**src/rtl/vbr_pkg.sv**
```systemverilog
package vbr_pkg;

   // exception kind codes; the vector offset is the code times four
   typedef enum logic [2:0] {
      EXC_RESET = 3'd0,
      EXC_UNDEF = 3'd1,
      EXC_CALL  = 3'd2,
      EXC_PABT  = 3'd3,
      EXC_DABT  = 3'd4,
      EXC_RSVD  = 3'd5,
      EXC_IRQ   = 3'd6,
      EXC_FIQ   = 3'd7
   } exc_kind_e;

   localparam int NUM_BANKS = 3;
   localparam logic [1:0] BANK_SEC  = 2'd0;
   localparam logic [1:0] BANK_NSEC = 2'd1;
   localparam logic [1:0] BANK_MON  = 2'd2;

   typedef struct packed {
      logic       hit;
      logic       undef;
      logic       wr_en;
      logic [1:0] sel;
   } vbr_dec_t;

endpackage

```
**src/rtl/vbr_decode.sv**
```systemverilog
module vbr_decode
   import vbr_pkg::*;
#(
   parameter logic [2:0] SEL_OP1     = 3'd0,
   parameter logic [3:0] SEL_CRN     = 4'd12,
   parameter logic [3:0] SEL_CRM     = 4'd0,
   parameter logic [2:0] SEL_OP2_WLD = 3'd0,
   parameter logic [2:0] SEL_OP2_MON = 3'd1
) (
   input  logic       valid,
   input  logic       write,
   input  logic [2:0] op1,
   input  logic [3:0] crn,
   input  logic [3:0] crm,
   input  logic [2:0] op2,
   input  logic       priv,
   input  logic       nonsecure,
   input  logic       wr_lock,
   output vbr_dec_t   dec
);

   logic common_hit;
   logic hit_wld;
   logic hit_mon;
   logic deny;

   always_comb begin
      common_hit = valid && (op1 == SEL_OP1) && (crn == SEL_CRN) && (crm == SEL_CRM);
      hit_wld    = common_hit && (op2 == SEL_OP2_WLD);
      hit_mon    = common_hit && (op2 == SEL_OP2_MON);

      deny = !priv
          || (hit_mon && nonsecure)
          || (write && !nonsecure && wr_lock);

      dec.hit   = hit_wld || hit_mon;
      dec.undef = dec.hit && deny;
      dec.wr_en = dec.hit && write && !deny;
      if (hit_mon)        dec.sel = BANK_MON;
      else if (nonsecure) dec.sel = BANK_NSEC;
      else                dec.sel = BANK_SEC;
   end

endmodule

```
**src/rtl/vbr_bank.sv**
```systemverilog
module vbr_bank
   import vbr_pkg::*;
#(
   parameter int ADDR_W    = 32,
   parameter int VEC_ALIGN = 5,
   parameter int NREG      = NUM_BANKS
) (
   input  logic                        clk,
   input  logic                        rst_n,
   input  logic                        wr_en,
   input  logic [1:0]                  wr_sel,
   input  logic [ADDR_W-1:0]           wr_data,
   output logic [NREG-1:0][ADDR_W-1:0] regs_q
);

   localparam logic [ADDR_W-1:0] KEEP_MASK = {{(ADDR_W-VEC_ALIGN){1'b1}}, {VEC_ALIGN{1'b0}}};

   for (genvar g = 0; g < NREG; g++) begin : g_reg
      always_ff @(posedge clk or negedge rst_n) begin
         if (!rst_n) begin
            regs_q[g] <= '0;
         end else if (wr_en && (wr_sel == 2'(g))) begin
            regs_q[g] <= wr_data & KEEP_MASK;
         end
      end
   end

endmodule

```
**src/rtl/vbr_vecgen.sv**
```systemverilog
module vbr_vecgen
   import vbr_pkg::*;
#(
   parameter int                ADDR_W      = 32,
   parameter bit                HIVEC_EN    = 1'b1,
   parameter logic [ADDR_W-1:0] HI_VEC_BASE = ADDR_W'(32'hFFFF_0000)
) (
   input  logic [2:0]        kind,
   input  logic              ext_abort,
   input  logic              route_irq,
   input  logic              route_fiq,
   input  logic              route_ea,
   input  logic              hi_vec,
   input  logic              nonsecure,
   input  logic [ADDR_W-1:0] sec_base,
   input  logic [ADDR_W-1:0] nsec_base,
   input  logic [ADDR_W-1:0] mon_base,
   output logic [ADDR_W-1:0] addr
);

   logic              hi_eff;
   logic              to_mon;
   logic [ADDR_W-1:0] offset;
   logic [ADDR_W-1:0] world_base;

   if (HIVEC_EN) begin : g_hivec
      assign hi_eff = hi_vec;
   end else begin : g_lovec
      logic unused_hi;
      assign unused_hi = hi_vec;
      assign hi_eff    = 1'b0;
   end

   always_comb begin
      offset = {{(ADDR_W-5){1'b0}}, kind, 2'b00};
      to_mon = ((kind == EXC_IRQ) && route_irq)
            || ((kind == EXC_FIQ) && route_fiq)
            || (((kind == EXC_PABT) || (kind == EXC_DABT)) && ext_abort && route_ea);
      world_base = nonsecure ? nsec_base : sec_base;

      if (kind == EXC_RESET)  addr = hi_eff ? HI_VEC_BASE : '0;
      else if (to_mon)        addr = mon_base + offset;
      else if (hi_eff)        addr = HI_VEC_BASE + offset;
      else                    addr = world_base + offset;
   end

endmodule

```
**src/rtl/vbr_unit.sv**
```systemverilog
module vbr_unit
   import vbr_pkg::*;
#(
   parameter int                ADDR_W      = 32,
   parameter int                VEC_ALIGN   = 5,
   parameter bit                HIVEC_EN    = 1'b1,
   parameter logic [ADDR_W-1:0] HI_VEC_BASE = ADDR_W'(32'hFFFF_0000)
) (
   input  logic              clk,
   input  logic              rst_n,
   input  logic              acc_valid,
   input  logic              acc_write,
   input  logic [2:0]        acc_op1,
   input  logic [3:0]        acc_crn,
   input  logic [3:0]        acc_crm,
   input  logic [2:0]        acc_op2,
   input  logic [ADDR_W-1:0] acc_wdata,
   input  logic              acc_priv,
   input  logic              acc_nonsecure,
   input  logic              wr_lock,
   output logic [ADDR_W-1:0] acc_rdata,
   output logic              acc_undef,
   input  logic [2:0]        exc_kind,
   input  logic              exc_ext,
   input  logic              route_irq,
   input  logic              route_fiq,
   input  logic              route_ea,
   input  logic              hi_vec,
   output logic [ADDR_W-1:0] exc_addr
);

   localparam logic [ADDR_W-1:0] ALIGN_MASK = {{(ADDR_W-VEC_ALIGN){1'b0}}, {VEC_ALIGN{1'b1}}};

   // elaboration-time parameter checks
   if (ADDR_W < 8) begin : g_bad_width
      $error("vbr_unit: ADDR_W must be at least 8");
   end
   if ((VEC_ALIGN < 5) || (VEC_ALIGN >= ADDR_W)) begin : g_bad_align
      $error("vbr_unit: VEC_ALIGN must cover the vector table and stay below ADDR_W");
   end
   if ((HI_VEC_BASE & ALIGN_MASK) != '0) begin : g_bad_hibase
      $error("vbr_unit: HI_VEC_BASE must be aligned to the vector table");
   end

   vbr_dec_t                         dec;
   logic [NUM_BANKS-1:0][ADDR_W-1:0] regs_q;

   vbr_decode i_decode (
      .valid     (acc_valid),
      .write     (acc_write),
      .op1       (acc_op1),
      .crn       (acc_crn),
      .crm       (acc_crm),
      .op2       (acc_op2),
      .priv      (acc_priv),
      .nonsecure (acc_nonsecure),
      .wr_lock   (wr_lock),
      .dec       (dec)
   );

   vbr_bank #(
      .ADDR_W    (ADDR_W),
      .VEC_ALIGN (VEC_ALIGN),
      .NREG      (NUM_BANKS)
   ) i_bank (
      .clk     (clk),
      .rst_n   (rst_n),
      .wr_en   (dec.wr_en),
      .wr_sel  (dec.sel),
      .wr_data (acc_wdata),
      .regs_q  (regs_q)
   );

   vbr_vecgen #(
      .ADDR_W      (ADDR_W),
      .HIVEC_EN    (HIVEC_EN),
      .HI_VEC_BASE (HI_VEC_BASE)
   ) i_vecgen (
      .kind      (exc_kind),
      .ext_abort (exc_ext),
      .route_irq (route_irq),
      .route_fiq (route_fiq),
      .route_ea  (route_ea),
      .hi_vec    (hi_vec),
      .nonsecure (acc_nonsecure),
      .sec_base  (regs_q[BANK_SEC]),
      .nsec_base (regs_q[BANK_NSEC]),
      .mon_base  (regs_q[BANK_MON]),
      .addr      (exc_addr)
   );

   always_comb begin
      acc_undef = dec.undef;
      acc_rdata = '0;
      if (dec.hit && !dec.undef && !acc_write) begin
         case (dec.sel)
            BANK_SEC:  acc_rdata = regs_q[BANK_SEC];
            BANK_NSEC: acc_rdata = regs_q[BANK_NSEC];
            default:   acc_rdata = regs_q[BANK_MON];
         endcase
      end
   end

endmodule

```
**config.mk**
```make
export PLATFORM = sky130hd
export DESIGN_NAME = vbr_unit
export DESIGN_NICKNAME = d
export VERILOG_FILES = /design/src/rtl/vbr_pkg.sv /design/src/rtl/vbr_decode.sv /design/src/rtl/vbr_bank.sv /design/src/rtl/vbr_vecgen.sv /design/src/rtl/vbr_unit.sv
export SDC_FILE = /design/constraint.sdc
export NUM_CORES = 1
export LEC_CHECK = 0
export ABC_CLOCK_PERIOD_IN_PS = 5050
export BUFFER_PORTS_ARGS = -buffer_cell sky130_fd_sc_hd__buf_4
export CORE_ASPECT_RATIO = 1.2
export CORE_MARGIN = 2
export CORE_UTILIZATION = 49
export CTS_BUF_LIST = sky130_fd_sc_hd__clkbuf_8
export CTS_CLUSTER_DIAMETER = 80
export DETAILED_ROUTE_END_ITERATION = 8
export PLACE_DENSITY = 0.75
export SLEW_MARGIN = 5
export SYNTH_ARGS = -nofsm -noshare
export SYNTH_HDL_FRONTEND = slang
export SYNTH_HIERARCHICAL = 1
export SYNTH_SLANG_ARGS = --single-unit
export TNS_END_PERCENT = 100
```
**constraint.sdc**
```tcl
create_clock -name clk -period 5.05 [get_ports clk]
set_input_delay 0.505 -clock clk [delete_from_list [all_inputs] [get_ports clk]]
set_output_delay 0.505 -clock clk [all_outputs]
set_load 0.1 [all_outputs]
```
==> results of run 1 <==
synthesized netlist by cell type, drive strengths merged (3+ instances only):
| cell type | n |
|---|---|
| mux2 | 90 |
| dfrtp | 81 |
| mux2i | 53 |
| buf | 42 |
| nor2b | 38 |
| nand2 | 36 |
| a211oi | 35 |
| xor2 | 34 |
| nand3 | 30 |
| nor2 | 27 |
| xnor2 | 20 |
| a21oi | 17 |
| nand4 | 17 |
| a221oi | 15 |
| clkbuf | 14 |
| inv | 9 |
| nor3 | 9 |
| a22oi | 7 |
| and3 | 7 |
| nand3b | 7 |
| ha | 6 |
| o21ai | 6 |
| nand2b | 5 |
| a21boi | 4 |
| nand4b | 4 |
| nor4 | 4 |
| a31oi | 3 |
| o22ai | 3 |
critical path: stages:
cell and delay [ns]:
buf_4 0.56, a21boi_4 0.84, buf_4 0.40, mux2i_1 0.12, a211oi_2 0.26, buf_4 0.33
cells by family (layout without fill, tap and decap cells):
family,after synthesis,in the layout,synth area share
compound gates,98,98,0.127
mux,143,143,0.251
other cells,1,15,0.000552
buf+inv,65,155,0.0679
flops,81,81,0.298
simple gates,196,196,0.169
xor+xnor,54,54,0.0696
fa+ha+maj,8,8,0.0169
metal layers:
metal / up-vias / wire length, µm
li1: 2540 / -
met1: 2665 / 7400
met2: 173 / 9200
met3: 30 / 948
met4: 0 / 409
met5: - / 0
worst max-delay path by stage:
| stage | from | to | slack, ns |
|---|---|---|---|
| 2_1_floorplan | acc_priv | acc_rdata[30] | 0.25 |
| 3_3_place_gp | acc_nonsecure | acc_rdata[21] | 1.50 |
| 3_5_place_dp | acc_nonsecure | acc_rdata[20] | 1.48 |
| 4_1_cts | acc_nonsecure | acc_rdata[20] | 1.46 |
| 5_1_grt | acc_nonsecure | acc_rdata[20] | 1.34 |
| 6_report | acc_nonsecure | acc_rdata[20] | 1.43 |
metrics by stage:
stage	instances	area [µm²]
floorplan	660	6850
global placement	905	7640
detailed placement	905	7640
CTS	921	7840
global route	921	7840
finish	921	7840
power by group through the flow:
stage	Combinational (mW)	Clock [mW]	Sequential [mW]
floorplan	0.267	0	0.661
global placement	0.365	0	0.661
detailed placement	0.370	0	0.661
CTS	0.371	0.503	0.648
global route	0.394	0.525	0.648
finish	0.375	0.494	0.648
layout make-up:
type	count	area (µm²)	area share
repair buffers	130	976	0.124
clock inverters	6	67.6	0.00862
flip-flops and latches	81	2030	0.258
clock buffers	10	138	0.0175
multi-input cells	514	4390	0.559
inverters	9	33.8	0.00431
well taps	171	214	0.0273
==> flow_summary.json, run 1 <==
{
  "fin_hold_ws_ns": 0.292,
  "pwr-share-comb": 0.247,
  "fin_crit_ns": 3.62,
  "num_vias": 5408,
  "largest_reg_flops": 81,
  "die-height_um": 133,
  "p_int_mw": 0.991,
  "ys_seq_elements": 81,
  "setup_ws_ns": 1.43,
  "clock_sinks": 81,
  "cts_buffers": 9,
  "ant_nets": 0,
  "status": "complete, but fails checks",
  "antenna_found_initial": 0,
  "layout_commonest_cell": "buf_4",
  "clkLatencyLatePin_ns": 0.37,
  "coreArea_um2": 13700,
  "tightest_slew_ns": 1.72,
  "top_usage_layer": "met2",
  "power.net_switching_mw": 0.526,
  "cts-resized-gates": 0,
  "post-route-util": 0.572,
  "p_leak_nw": 3.67,
  "grt_pass1_wl_um": 29100,
  "criticalPathCategory": "primary input to output pin",
  "htree_levels": 3,
  "yosysWarnings": 6,
  "cap_violations": 0,
  "drtIter0Drc": 317,
  "grt_max_degree": 82,
  "first_global_vias": 5643,
  "die-width_um": 112,
  "gp_congestion": 0.903,
  "violations": "slew limit",
  "post_drt_wl_per_cell_um": 19.5,
  "dpl.hpwl_um": 12700,
  "synth_cells": 646,
  "num_antenna_cells": 0,
  "cts.path.max_buffers": 2,
  "synthTopCellsByArea": "dfrtp_1, mux2_4, mux2i_1",
  "fin_setup_tns_ns": 0,
  "fin_nets": 814,
  "endpoint_kind": "output pin",
  "reg2reg_depth": 1,
  "max_freq_mhz": 276,
  "clk_pin_slew_ns": 0.08,
  "min_path_type": "primary input to async pin",
  "numPortBuffers": 118,
  "setup_viol": 0,
  "synth_cell_types": 62,
  "post-route-period-util": 0.717,
  "yosysSeqAreaShare": 0.298,
  "pin_count": 126,
  "cts_tree": "done",
  "ir_worst_vdd_mv": 0.156,
  "post_cts_buffers": 0,
  "fp.dieArea_um2": 14800,
  "initial_core_util": 0.496,
  "yosys.area.top_type": "dfrtp_1",
  "top_register": "i_bank/regs_q",
  "syn_avg_cell_area_um2": 10.5,
  "final_cell_mix": "buf_4, dfrtp_1, mux2i_1, mux2_2, mux2_4",
  "finalPower_mw": 1.52,
  "grt.met2_usage": 0.432,
  "maxSlewViolCount": 2,
  "swShare": 0.347,
  "power_frac_clock": 0.325,
  "grt_usage": 0.244,
  "seq_power_share": 0.427,
  "worst_setup_path_start_kind": "primary input",
  "drcViolationCount": 0,
  "largestRegisters": "i_bank/regs_q (81)",
  "slew_headroom": -0.152,
  "wirelength_um": 18000,
  "place_ws_ns": 1.48,
  "synth_edf_count": 0,
  "grt_util_met1": 0.300,
  "grt_overflow": 0,
  "synthToLayoutAreaGrowth_pct": 15.3,
  "path_max_fanout": 64,
  "arrival_ns": 3.12,
  "worstReg2RegStart": "i_bank/regs_q[72]$_DFFE_PN0P_",
  "synth_ff_type": "dfrtp_1",
  "r2r-end": "i_bank/regs_q[72]$_DFFE_PN0P_",
  "syn_area_um2": 6800,
  "drive_gt1_frac": 0.381,
  "powerDensity_nw_per_um2": 193,
  "root_buffer": "clkbuf_8",
  "drt-pass1-iter-count": 4,
  "synthArstFlopShare": 1.00,
  "hold_buffers": 0,
  "rsz0062_at_grt": "no",
  "met3_usage": 0.0399,
  "rrSetupSlack_ns": 4.06,
  "required_ns": 4.55,
  "via_per_inst": 5.87,
  "core.rowCount": 47,
  "final_hold_viol_count": 0,
  "n_fill_cell": 1188,
  "skew_ns": 0,
  "synth_top_area_share": 0.298
}
No activity file was read; power rests on OpenSTA's default activity.
==> run 2: changes to the inputs <==
ABC_CLOCK_PERIOD_IN_PS = 3700   (was 5050)
clock period = 3.7 ns   (was 5.05 ns; I/O delays follow)
==> run 2 against run 1 <==
Compared with the run above:
- the run still ends with slew limit left
- clock-buffer cell count is the same
- flip-flop and latch count unchanged
- cell count rose by 0.43%
- hold slack worse by 0.22 ns
- critical path depth up 2
- power grew 40%
- first-iteration DRC count increased by 37%
- sequential share of layout area fell by 0.30 points
- largest power group unchanged
==> flow_summary.json, run 2 (synthesis gave the netlist of run 1 again) <==
{
  "final_hold_viol_count": 0,
  "violations": "slew limit",
  "powerDensity_nw_per_um2": 268,
  "ant_nets": 0,
  "tightest_slew_ns": 1.72,
  "fp.dieArea_um2": 14800,
  "worst_setup_path_start_kind": "primary input",
  "drt-pass1-iter-count": 6,
  "ir_worst_vdd_mv": 0.194,
  "maxSlewViolCount": 2,
  "required_ns": 3.33,
  "gp_congestion": 0.912,
  "fin_setup_tns_ns": 0,
  "dpl.hpwl_um": 13400,
  "r2r-end": "i_bank/regs_q[72]$_DFFE_PN0P_",
  "worstReg2RegStart": "i_bank/regs_q[72]$_DFFE_PN0P_",
  "p_leak_nw": 3.70,
  "endpoint_kind": "output pin",
  "fin_crit_ns": 3.15,
  "dr_wl_met3_um": 1080,
  "min_path_type": "primary input to async pin",
  "multiInputGateArea_um2": 4430,
  "initial_core_util": 0.496,
  "cts-resized-gates": 0,
  "coreArea_um2": 13700,
  "skew_ns": 0,
  "rsz0062_at_grt": "no",
  "largest_reg_flops": 81,
  "arrival_ns": 2.78,
  "fin_nets": 819,
  "status": "complete, but fails checks",
  "max_freq_mhz": 318,
  "synthToLayoutAreaGrowth_pct": 16.7,
  "finalNonFillerCells": 925,
  "met1_length_um": 7780,
  "first_global_vias": 5795,
  "criticalPathCategory": "primary input to output pin",
  "htree_levels": 3,
  "post-route-period-util": 0.851,
  "clock_sinks": 81,
  "drive_gt1_frac": 0.395,
  "die-width_um": 112,
  "regArea_um2": 2030,
  "cts.path.max_buffers": 2,
  "via_per_inst": 6.04,
  "clkLatencyLatePin_ns": 0.37,
  "finalPower_mw": 2.13,
  "antenna_found_initial": 0,
  "reg2reg_depth": 1,
  "dpl.cell_count": 910,
  "grt_pass1_wl_um": 29900,
  "wirelength_um": 18800,
  "n_fill_cell": 1143,
  "path_max_fanout": 17,
  "clk_pin_slew_ns": 0.08,
  "pin_count": 126,
  "hold_buffers": 0,
  "post_drt_wl_per_cell_um": 20.4,
  "numPortBuffers": 118,
  "drtIter0Drc": 434,
  "drcViolationCount": 0,
  "top_register": "i_bank/regs_q",
  "largestRegisters": "i_bank/regs_q (81)",
  "core.rowCount": 47,
  "root_buffer": "clkbuf_8",
  "layout_commonest_cell": "buf_4",
  "cts_tree": "done",
  "wl_met2_um": 9280,
  "grt_usage": 0.252,
  "post_cts_buffers": 0,
  "grt_max_degree": 61,
  "cap_violations": 0,
  "num_vias": 5590,
  "rrSetupSlack_ns": 2.69,
  "setup_viol": 0,
  "cts_buffers": 9,
  "grt_overflow": 0,
  "routed.top_layer": "met4",
  "die-height_um": 133,
  "slew_headroom": -0.152,
  "final_cell_mix": "buf_4, dfrtp_1, mux2i_1, mux2_2, mux2_4",
  "num_antenna_cells": 0
}
run 2: changes by cell type in the layout (fill, tap and decap cells not counted), moves of 2 or more:
cell and change:
a211oi_1 -4, a211oi_2 +4, a221oi_1 -3, a221oi_2 +3
buf_4 +5, clkinv_4 -2
run 2: metal layers:
metal / track usage / vias up
met5: 0 / -
met4: 0.132 / 0
met1: 0.306 / 2763
met3: 0.0435 / 53
li1: - / 2539
met2: 0.429 / 235
run 2: layout make-up:
type	count	area share
Sequential cell	81	0.255
Multi-Input combinational cell	514	0.558
Inverter	9	0.00426
Timing Repair Buffer	135	0.128
Clock inverter	5	0.0101
Tap cell	171	0.0270
Clock buffer	10	0.0173
run 2: worst max-delay path by stage:
stage / from / endpoint / slack, ns / cells past startpoint
floorplan: exc_kind[1] / exc_addr[17] / -0.60 / 7
global placement: acc_crm[1] / acc_rdata[5] / 0.61 / 8
detailed placement: acc_op1[1] / acc_rdata[5] / 0.58 / 8
CTS: acc_op1[1] / acc_rdata[5] / 0.57 / 8
global route: acc_op1[1] / acc_rdata[5] / 0.48 / 8
finish: acc_op1[1] / acc_rdata[5] / 0.55 / 8
run 2: metrics by stage:
step	hold slack, ns	worst slack [ns]	util	cell area [µm²]
detailed placement	0.495	0.583	0.563	7720
global placement	0.486	0.611	0.563	7720
floorplan	0.0744	-0.601	-	6890
CTS	0.0971	0.573	0.579	7930
global route	0.119	0.481	0.579	7930
finish	0.0677	0.551	0.579	7930
run 2: critical path, stage by stage:
cell	delay (ns)
buf_4	0.12
nor4b_4	0.31
nand4_2	0.18
inv_2	0.12
or3b_2	0.74
buf_4	0.35
a211oi_2	0.24
buf_4	0.34
run 2: where the power goes:
group,internal (mW),switching (mW)
Sequential,0.884,0.000151
Combinational,0.142,0.383
Clock,0.393,0.325
Total,1.42,0.708
